$ cat src/rtl/adc_trig_pkg.sv
package adc_trig_pkg;
  localparam int CTRL_OFS = 0;
  localparam int STAT_OFS = 1;

  typedef enum logic {
    SEQ_IDLE = 1'b0,
    SEQ_WAIT = 1'b1
  } seq_state_e;
endpackage

$ cat src/rtl/adc_trig_ctrl.sv
module adc_trig_ctrl #(
  parameter int NUM_CH = 16
) (
  input  logic              clk,
  input  logic              rst,
  input  logic              en,
  input  logic              wr_ctrl,
  input  logic [NUM_CH-1:0] wdata,
  input  logic [NUM_CH-1:0] launch_mask,
  output logic [NUM_CH-1:0] ctrl_q,
  output logic [NUM_CH-1:0] pending_q,
  output logic [NUM_CH-1:0] clr_ready
);
  logic              wr_live;
  logic [NUM_CH-1:0] rise;

  assign wr_live   = en && wr_ctrl;
  assign rise      = wr_live ? (wdata & ~ctrl_q) : '0;
  assign clr_ready = wr_live ? ~wdata : '0;

  always_ff @(posedge clk) begin
    if (rst) begin
      ctrl_q    <= '0;
      pending_q <= '0;
    end else if (en) begin
      if (wr_ctrl) ctrl_q <= wdata;
      pending_q <= (pending_q & ~launch_mask) | rise;
    end
  end

  // a request can only appear through an enabled control write
  assert_pending_source_R2: assert property (@(posedge clk) disable iff (rst)
    ((pending_q & ~$past(pending_q)) != '0) |-> $past(en && wr_ctrl));

  // while gated the queue is frozen
  assert_gated_hold_R8: assert property (@(posedge clk) disable iff (rst)
    $past(!en) |-> (pending_q == $past(pending_q)));
endmodule

$ cat src/rtl/adc_trig_arb.sv
module adc_trig_arb #(
  parameter int NUM_CH = 16,
  parameter int CH_W   = 4
) (
  input  logic [NUM_CH-1:0] req,
  output logic              any,
  output logic [CH_W-1:0]   idx,
  output logic [NUM_CH-1:0] grant
);
  always_comb begin
    grant = '0;
    idx   = '0;
    for (int i = NUM_CH - 1; i >= 0; i--) begin
      if (req[i]) begin
        grant    = '0;
        grant[i] = 1'b1;
        idx      = CH_W'(i);
      end
    end
  end

  assign any = |req;
endmodule

$ cat src/rtl/adc_trig_seq.sv
module adc_trig_seq
  import adc_trig_pkg::*;
#(
  parameter int NUM_CH = 16,
  parameter int CH_W   = 4
) (
  input  logic              clk,
  input  logic              rst,
  input  logic              en,
  input  logic              any,
  input  logic [CH_W-1:0]   idx,
  input  logic [NUM_CH-1:0] grant,
  input  logic              done,
  output logic              conv_start,
  output logic [CH_W-1:0]   conv_chan,
  output logic [NUM_CH-1:0] launch_mask,
  output logic              store_we,
  output logic              in_flight
);
  seq_state_e state;
  logic       launch;

  assign launch      = en && any && (state == SEQ_IDLE);
  assign launch_mask = launch ? grant : '0;
  assign store_we    = en && done && (state == SEQ_WAIT);
  assign in_flight   = (state == SEQ_WAIT);

  always_ff @(posedge clk) begin
    if (rst) begin
      state      <= SEQ_IDLE;
      conv_start <= 1'b0;
      conv_chan  <= '0;
    end else begin
      conv_start <= launch;
      if (launch) begin
        conv_chan <= idx;
        state     <= SEQ_WAIT;
      end else if (store_we) begin
        state <= SEQ_IDLE;
      end
    end
  end

  assert_start_pulse_R2: assert property (@(posedge clk) disable iff (rst)
    conv_start |=> !conv_start);

  assert_start_enabled_R8: assert property (@(posedge clk) disable iff (rst)
    $rose(conv_start) |-> $past(en));

  assert_one_in_flight_R5: assert property (@(posedge clk) disable iff (rst)
    (state == SEQ_WAIT && !store_we) |=> !conv_start);

  assert_grant_onehot_R5: assert property (@(posedge clk) disable iff (rst)
    $onehot0(grant));
endmodule

$ cat src/rtl/adc_trig_regfile.sv
module adc_trig_regfile
  import adc_trig_pkg::*;
#(
  parameter int NUM_CH   = 16,
  parameter int CH_W     = 4,
  parameter int ADDR_W   = 5,
  parameter int SAMPLE_W = 12,
  parameter int REG_W    = 32
) (
  input  logic                clk,
  input  logic                rst,
  input  logic                set_we,
  input  logic [CH_W-1:0]     set_idx,
  input  logic [SAMPLE_W-1:0] set_sample,
  input  logic [NUM_CH-1:0]   clr_mask,
  input  logic [ADDR_W-1:0]   rd_addr,
  input  logic [NUM_CH-1:0]   ctrl_q,
  input  logic                busy,
  output logic [REG_W-1:0]    rdata
);
  logic [SAMPLE_W-1:0] sample_q [NUM_CH];
  logic [NUM_CH-1:0]   ready_q;
  logic [REG_W-1:0]    rd_next;
  logic [CH_W-1:0]     rd_ch;

  assign rd_ch = rd_addr[CH_W-1:0];

  for (genvar g = 0; g < NUM_CH; g++) begin : g_chan
    always_ff @(posedge clk) begin
      if (rst) begin
        sample_q[g] <= '0;
        ready_q[g]  <= 1'b0;
      end else if (set_we && set_idx == CH_W'(g)) begin
        sample_q[g] <= set_sample;
        ready_q[g]  <= 1'b1;
      end else if (clr_mask[g]) begin
        ready_q[g]  <= 1'b0;
      end
    end
  end

  always_comb begin
    rd_next = '0;
    if (rd_addr[ADDR_W-1]) begin
      rd_next[SAMPLE_W-1:0] = sample_q[rd_ch];
      rd_next[SAMPLE_W]     = ready_q[rd_ch];
    end else if (rd_addr == ADDR_W'(CTRL_OFS)) begin
      rd_next[NUM_CH-1:0] = ctrl_q;
    end else if (rd_addr == ADDR_W'(STAT_OFS)) begin
      rd_next[0] = busy;
    end
  end

  always_ff @(posedge clk) begin
    if (rst) rdata <= '0;
    else     rdata <= rd_next;
  end

  assert_ready_source_R3: assert property (@(posedge clk) disable iff (rst)
    ((ready_q & ~$past(ready_q)) != '0) |-> $past(set_we));

  assert_ready_clear_R4: assert property (@(posedge clk) disable iff (rst)
    ((~ready_q & $past(ready_q)) != '0) |-> ($past(clr_mask) != '0));
endmodule

$ cat src/rtl/adc_trig_top.sv
module adc_trig_top
  import adc_trig_pkg::*;
#(
  parameter int NUM_CH   = 16,
  parameter int SAMPLE_W = 12,
  parameter int REG_W    = 32,
  parameter int CH_W     = $clog2(NUM_CH),
  parameter int ADDR_W   = CH_W + 1
) (
  input  logic                clk,
  input  logic                rst,
  input  logic                mod_clk_en,
  input  logic [ADDR_W-1:0]   reg_addr,
  input  logic                reg_wr,
  input  logic [REG_W-1:0]    reg_wdata,
  output logic [REG_W-1:0]    reg_rdata,
  output logic                conv_start,
  output logic [CH_W-1:0]     conv_chan,
  input  logic [SAMPLE_W-1:0] conv_sample,
  input  logic                conv_done
);
  logic              wr_ctrl;
  logic [NUM_CH-1:0] ctrl_q, pending_q, clr_ready, launch_mask, grant;
  logic              any, store_we, in_flight, busy;
  logic [CH_W-1:0]   idx;

  assign wr_ctrl = reg_wr && (reg_addr == ADDR_W'(CTRL_OFS));
  assign busy    = any || in_flight;

  adc_trig_ctrl #(.NUM_CH(NUM_CH)) u_ctrl (
    .clk(clk), .rst(rst), .en(mod_clk_en), .wr_ctrl(wr_ctrl),
    .wdata(reg_wdata[NUM_CH-1:0]), .launch_mask(launch_mask),
    .ctrl_q(ctrl_q), .pending_q(pending_q), .clr_ready(clr_ready)
  );

  adc_trig_arb #(.NUM_CH(NUM_CH), .CH_W(CH_W)) u_arb (
    .req(pending_q), .any(any), .idx(idx), .grant(grant)
  );

  adc_trig_seq #(.NUM_CH(NUM_CH), .CH_W(CH_W)) u_seq (
    .clk(clk), .rst(rst), .en(mod_clk_en), .any(any), .idx(idx),
    .grant(grant), .done(conv_done), .conv_start(conv_start),
    .conv_chan(conv_chan), .launch_mask(launch_mask),
    .store_we(store_we), .in_flight(in_flight)
  );

  adc_trig_regfile #(
    .NUM_CH(NUM_CH), .CH_W(CH_W), .ADDR_W(ADDR_W),
    .SAMPLE_W(SAMPLE_W), .REG_W(REG_W)
  ) u_regs (
    .clk(clk), .rst(rst), .set_we(store_we), .set_idx(conv_chan),
    .set_sample(conv_sample), .clr_mask(clr_ready), .rd_addr(reg_addr),
    .ctrl_q(ctrl_q), .busy(busy), .rdata(reg_rdata)
  );
endmodule

$ cat config.mk
export PLATFORM = sky130hd
export DESIGN_NAME = adc_trig_top
export DESIGN_NICKNAME = d
export VERILOG_FILES = /design/src/rtl/adc_trig_pkg.sv /design/src/rtl/adc_trig_ctrl.sv /design/src/rtl/adc_trig_arb.sv /design/src/rtl/adc_trig_seq.sv /design/src/rtl/adc_trig_regfile.sv /design/src/rtl/adc_trig_top.sv
export SDC_FILE = /design/constraint.sdc
export NUM_CORES = 1
export LEC_CHECK = 0
export ABC_CLOCK_PERIOD_IN_PS = 2300
export BUFFER_PORTS_ARGS = -buffer_cell sky130_fd_sc_hd__buf_2
export CORE_UTILIZATION = 40
export DETAILED_ROUTE_END_ITERATION = 8
export PLACE_DENSITY_LB_ADDON = 0.25
export SETUP_SLACK_MARGIN = 0.2
export SYNTH_ARGS = -nofsm -noshare
export SYNTH_HDL_FRONTEND = slang
export SYNTH_SLANG_ARGS = --single-unit
$ cat constraint.sdc
create_clock -name clk -period 2.3 [get_ports clk]
set_clock_uncertainty 0.1 [all_clocks]
set_input_delay 0.46 -clock clk [delete_from_list [all_inputs] [get_ports clk]]
set_output_delay 0.46 -clock clk [all_outputs]
set_load 0.005 [all_outputs]
### Word-level counts from Yosys, hierarchy flattened

Memory sizes are Yosys's and may differ from the RTL's.
Cells that the tools add are included.

| word-level totals | value |
|---|---|
| register bits | 86 |
| RAM bits | 192 |
| input port bits | 54 |
| word-level logic and storage cells | 252 |
| memories kept | 1 |

Memory list:

| memory | depth | width | read ports | clocked after memory_dff | write ports | line | source |
|---|---|---|---|---|---|---|---|
| u_regs.sample_q | 16 | 12 | 1 | 0 | 16 | adc_trig_regfile.sv:21 | `logic [SAMPLE_W-1:0] sample_q [NUM_CH];` |

| cells by class | value |
|---|---|
| magnitude comparators | 1 |
| equality and inequality tests | 16 |
| muxes and demuxes | 141 |
| bitwise operators | 24 |
| reductions and logical operators | 45 |

Operators with widths:

| operator | number |
|---|---|
| 16-bit 2-to-1 mux | 19 |
| 12-bit 2-to-1 mux | 16 |
| 1-bit 2-to-1 mux | 87 |
| 4-bit 2-to-1 mux | 16 |
| 16-bit NOT | 3 |
| 2-bit nonzero test | 17 |
| 16-bit bitwise AND | 2 |
| 4-bit == test (second input constant) | 8 |
| 1-bit logical AND | 22 |
| 4-bit by 3-bit == test with 1-bit output (second input constant) | 4 |
| 1-bit bitwise OR | 16 |
| 16-bit bitwise OR | 1 |
| 16-bit OR reduction | 1 |
| 15-bit 2-to-1 mux | 1 |
| 13-bit 2-to-1 mux | 1 |
| 4-bit by 2-bit == test with 1-bit output (second input constant) | 2 |
| 5-bit by 1-bit == test with 1-bit output (second input constant) | 1 |
| 5-bit zero test | 1 |
| 4-bit by 5-bit < comparator with 1-bit output (second input constant) | 1 |
| 1-bit binary-select mux with 4-bit select | 1 |
| 4-bit by 1-bit == test with 1-bit output (second input constant) | 1 |
| 4-bit zero test | 1 |
| 3-bit OR reduction | 1 |
| 1-bit NOT | 2 |
| 2 further kinds | 2 |

### Longest topological paths before layout

| logic depth | value |
|---|---|
| word-level depth | 20 |
| mapped depth | 8 |

### Cells and area by module

A second synthesis with hierarchy kept.

| second synthesis, totals | value |
|---|---|
| cells, all modules | 984 |
| area total of the unflattened synthesis | 12538.3 sq um |

Modules (own cells, without submodules):

| module | times used | cells an instance | area each (sq um) |
|---|---|---|---|
| adc_trig_regfile | 1 | 726 | 10283.6 |
| adc_trig_ctrl | 1 | 161 | 1511.4 |
| adc_trig_seq | 1 | 42 | 372.9 |
| adc_trig_arb | 1 | 52 | 344.1 |
| adc_trig_top | 1 | 3 | 26.3 |

### Least setup slack after synthesis

Ideal clock, no wire load.

| path | value |
|---|---|
| path type | input port to flip-flop |
| start point | input port conv_done |
| end point | memory u_regs.sample_q[12][0] (enable) |
| library setup time | 0.383 ns |
| arrival time | 1.692 ns |
| data required time | 1.817 ns |
| path slack | 0.125 ns |
| cell stages on the path | 4 |
| path buffers | 1 |
| cell sequence | nand3_1 -> or3_1 -> clkbuf_1 -> o21bai_1 |

RTL lines:

| item | line | source |
|---|---|---|
| from (decl) | adc_trig_top.sv:20 | `input logic conv_done` |
| to (decl) | adc_trig_regfile.sv:21 |  |

==> metrics.yaml <==
logic_synthesis:
  ys_ff_latch: 262
  yosysWarnings: 0
  synth_ff_type: "edfxtp_1"
  synth_most_common_cell: "and2_1"
  synth_area_per_cell_um2: 12.9
  synth_area_um2: 11800
  synth_commonest_cells: "199 x and2_1, 192 x edfxtp_1, 70 x dfxtp_1, 54 x o21ai_0, 52 x mux4_2"
  yosysUniqueCellTypes: 42
  syn-instance-count: 908
  synth_area_leaders: "edfxtp_1 49%, dfxtp_1 12%, and2_1 11%"
  yosys.area.top_type: "edfxtp_1"
  ys_async_sr_fraction: 0
  yosys.area.top_type_share: 0.491
  ys_seq_area_frac: 0.610
  synth_edf_count: 192
timing:
  setup_viol: 0
  timing.fmax_mhz: 530
  rsz0062_at_grt: "no"
  tns_ns: 0
  finalHoldViolCount: 0
  fin_ws_ns: 0.411
  tightestPinTransition_ns: 0.853
  period_needed_ns: 1.89
  slew_violations: 0
  finalCritPeriodShare: 0.821
  relSlewSlack: 0.430
final_layout:
  area_delta_synth_final_pct: 18.6
  drive_gt1_frac: 0.234
  register_area_um2: 7170
  multiInputGateArea_um2: 4230
  antenna_cells: 0
  layout.nets: 1058
  final_util: 0.484
  fillers: 2556
  final_cells: 1409
drt:
  drt_pass1_iterations: 4
  drt_iter0_drc: 663
  via_per_inst: 5.23
  avgRoutedWirePerCell_um: 20.9
  vias: 7367
  route.detailed.drc: 0
  drt-total-wl_mm: 29.5
  ant_nets: 0
floorplanning:
  io_pins: 91
  die_x_um: 173
  core_area_um2: 28800
  std_cell_rows: 62
  die-area_um2: 30100
  start_util: 0.408
  fp.dieH_um: 173
critical_path:
  startpoint_type: "flop"
  crit_family: "simple AND/OR/NAND/NOR gates"
  slowest_delay_ns: 0.49
  cp_max_fo: 12
  r2r_slack_ns: 0.41
  worstPathRequired_ns: 2.45
  critical_path.slowest_cell: "or3_1"
  path_buf_inv: 1
  crit_path_cell_trace: "nand3_1, or3_1, o21bai_2, buf_12"
  arrival_ns: 2.04
  endpoint_kind: "flop"
  critPathKind: "flop to flop"
clocking:
  root_buffer: "clkbuf_16"
  cts_tree: "built"
  clock_path_buffers: 3
  cts.sinks: 262
  clk_pin_slew_worst_paths_ns: 0.06
  numCtsBuffers: 28
  cts_max_level: 1
  worstSkewPairLatency_ns: 0.55
power_and_ir_drop:
  irDropWorstVdd_mv: 0.604
  power.density_nw_per_um2: 770
  power_leakage_nw: 5.29
placement:
  dp_cells: 1358
  io_buffers: 58
  dp_hpwl_mm: 19.8
  preCtsSetupSlack_ns: 0.0152
  gp_congestion: 0.903
global_routing:
  track_usage: 0.200
  grt_pass1_wl_mm: 45.0
  grt_max_degree: 52
  grt-ovfl-total: 0
  grt_antenna_before_repair: 1
  grt_pass1_vias: 7396
job:
  maxCapViolCount: 0
status:
  status: "completed"
worst_hold_path:
  min_path_type: "input pin to flop"
==> logic make-up (layout without fill, tap and decap cells) <==
group | count (synthesis) | in the layout | synth area share
simple gates | 349 | 349 | 0.170
flops | 262 | 262 | 0.610
compound gates | 142 | 142 | 0.0720
other cells | 1 | 16 | 0.000319
mux | 65 | 65 | 0.111
buf+inv | 89 | 191 | 0.0371
==> repair_timing <==
action                     4_1_cts  5_1_grt
gates resized for setup          0        1
buffers inserted                 0        0
hold endpoints to repair         0        0
hold buffers                     0        0
setup endpoints to repair        0        2
==> metal layers <==
metal  up-vias  wire length, um  track usage
met5         -                0            0
met4         0              634       0.0468
met3        39             1250       0.0208
met2       203            14100        0.332
met1      3684            13500        0.281
li1       3441                -            -
==> flip-flops by register name, indices dropped and copies added (netlist names) <==
signal / count
u_regs.sample_q: 192
u_ctrl.ctrl_q: 16
u_ctrl.pending_q: 16
u_regs.rdata: 16
u_regs.ready_q: 16
u_seq.conv_chan: 4
u_seq.conv_start: 1
u_seq.in_flight: 1
==> cell type report <==
type,instances,area share
inverters,8,0.00216
clock inverters,18,0.0198
multi-input cells,572,0.303
repair buffers,132,0.0735
clock buffers,33,0.0524
well taps,384,0.0345
flip-flops and latches,262,0.514
==> power breakdown <==
| part | total, mW | switching, mW | internal, mW |
|---|---|---|---|
| Sequential | 5.22 | 0.0420 | 5.18 |
| Clock | 4.90 | 1.85 | 3.05 |
| Combinational | 0.613 | 0.352 | 0.262 |
| Total | 10.7 | 2.24 | 8.49 |
==> path summary, 6_finish.rpt <==
path                                                     start                                    to  cells past startpoint
worst max register to register    u_seq.in_flight$_SDFFE_PP0P_  u_regs.sample_q[12][2]$_SDFFCE_PN0P_                      4
worst min-delay path                             reg_wdata[12]        u_ctrl.ctrl_q[12]$_SDFFE_PP0P_                      3
worst min register to register  u_ctrl.ctrl_q[15]$_SDFFE_PP0P_        u_ctrl.ctrl_q[15]$_SDFFE_PP0P_                      2
worst max-delay path              u_seq.in_flight$_SDFFE_PP0P_  u_regs.sample_q[12][2]$_SDFFCE_PN0P_                      4
==> metrics by stage <==
stage | total power [mW] | area (um2) | hold slack [ns]
after global placement | 5.94 | 12900 | 0.356
after global routing | 11.1 | 13900 | 0.0842
final | 10.7 | 13900 | 0.0918
after detailed placement | 5.94 | 12900 | 0.360
after floorplan | 5.66 | 11800 | 0.340
after CTS | 10.8 | 13900 | 0.0765
==> worst reg2reg max path: stages, from the launching register on <==
cell	delay, ns
dfxtp_1	0.43
nand3_1	0.17
or3_1	0.49
o21bai_2	0.24
buf_12	0.17
==> layout by cell type (no fill, tap or decap), drive strengths merged, types with 13 or more instances in the layout <==
cell type  count
and2         199
conb          16
mux2i         13
o21ai         54
nand2         46
nor2          38
dfxtp         70
clkbuf        33
mux4          52
nor2b         20
a21oi         46
edfxtp       192
buf          132
Note: power is estimated with default switching activity, not from simulation.
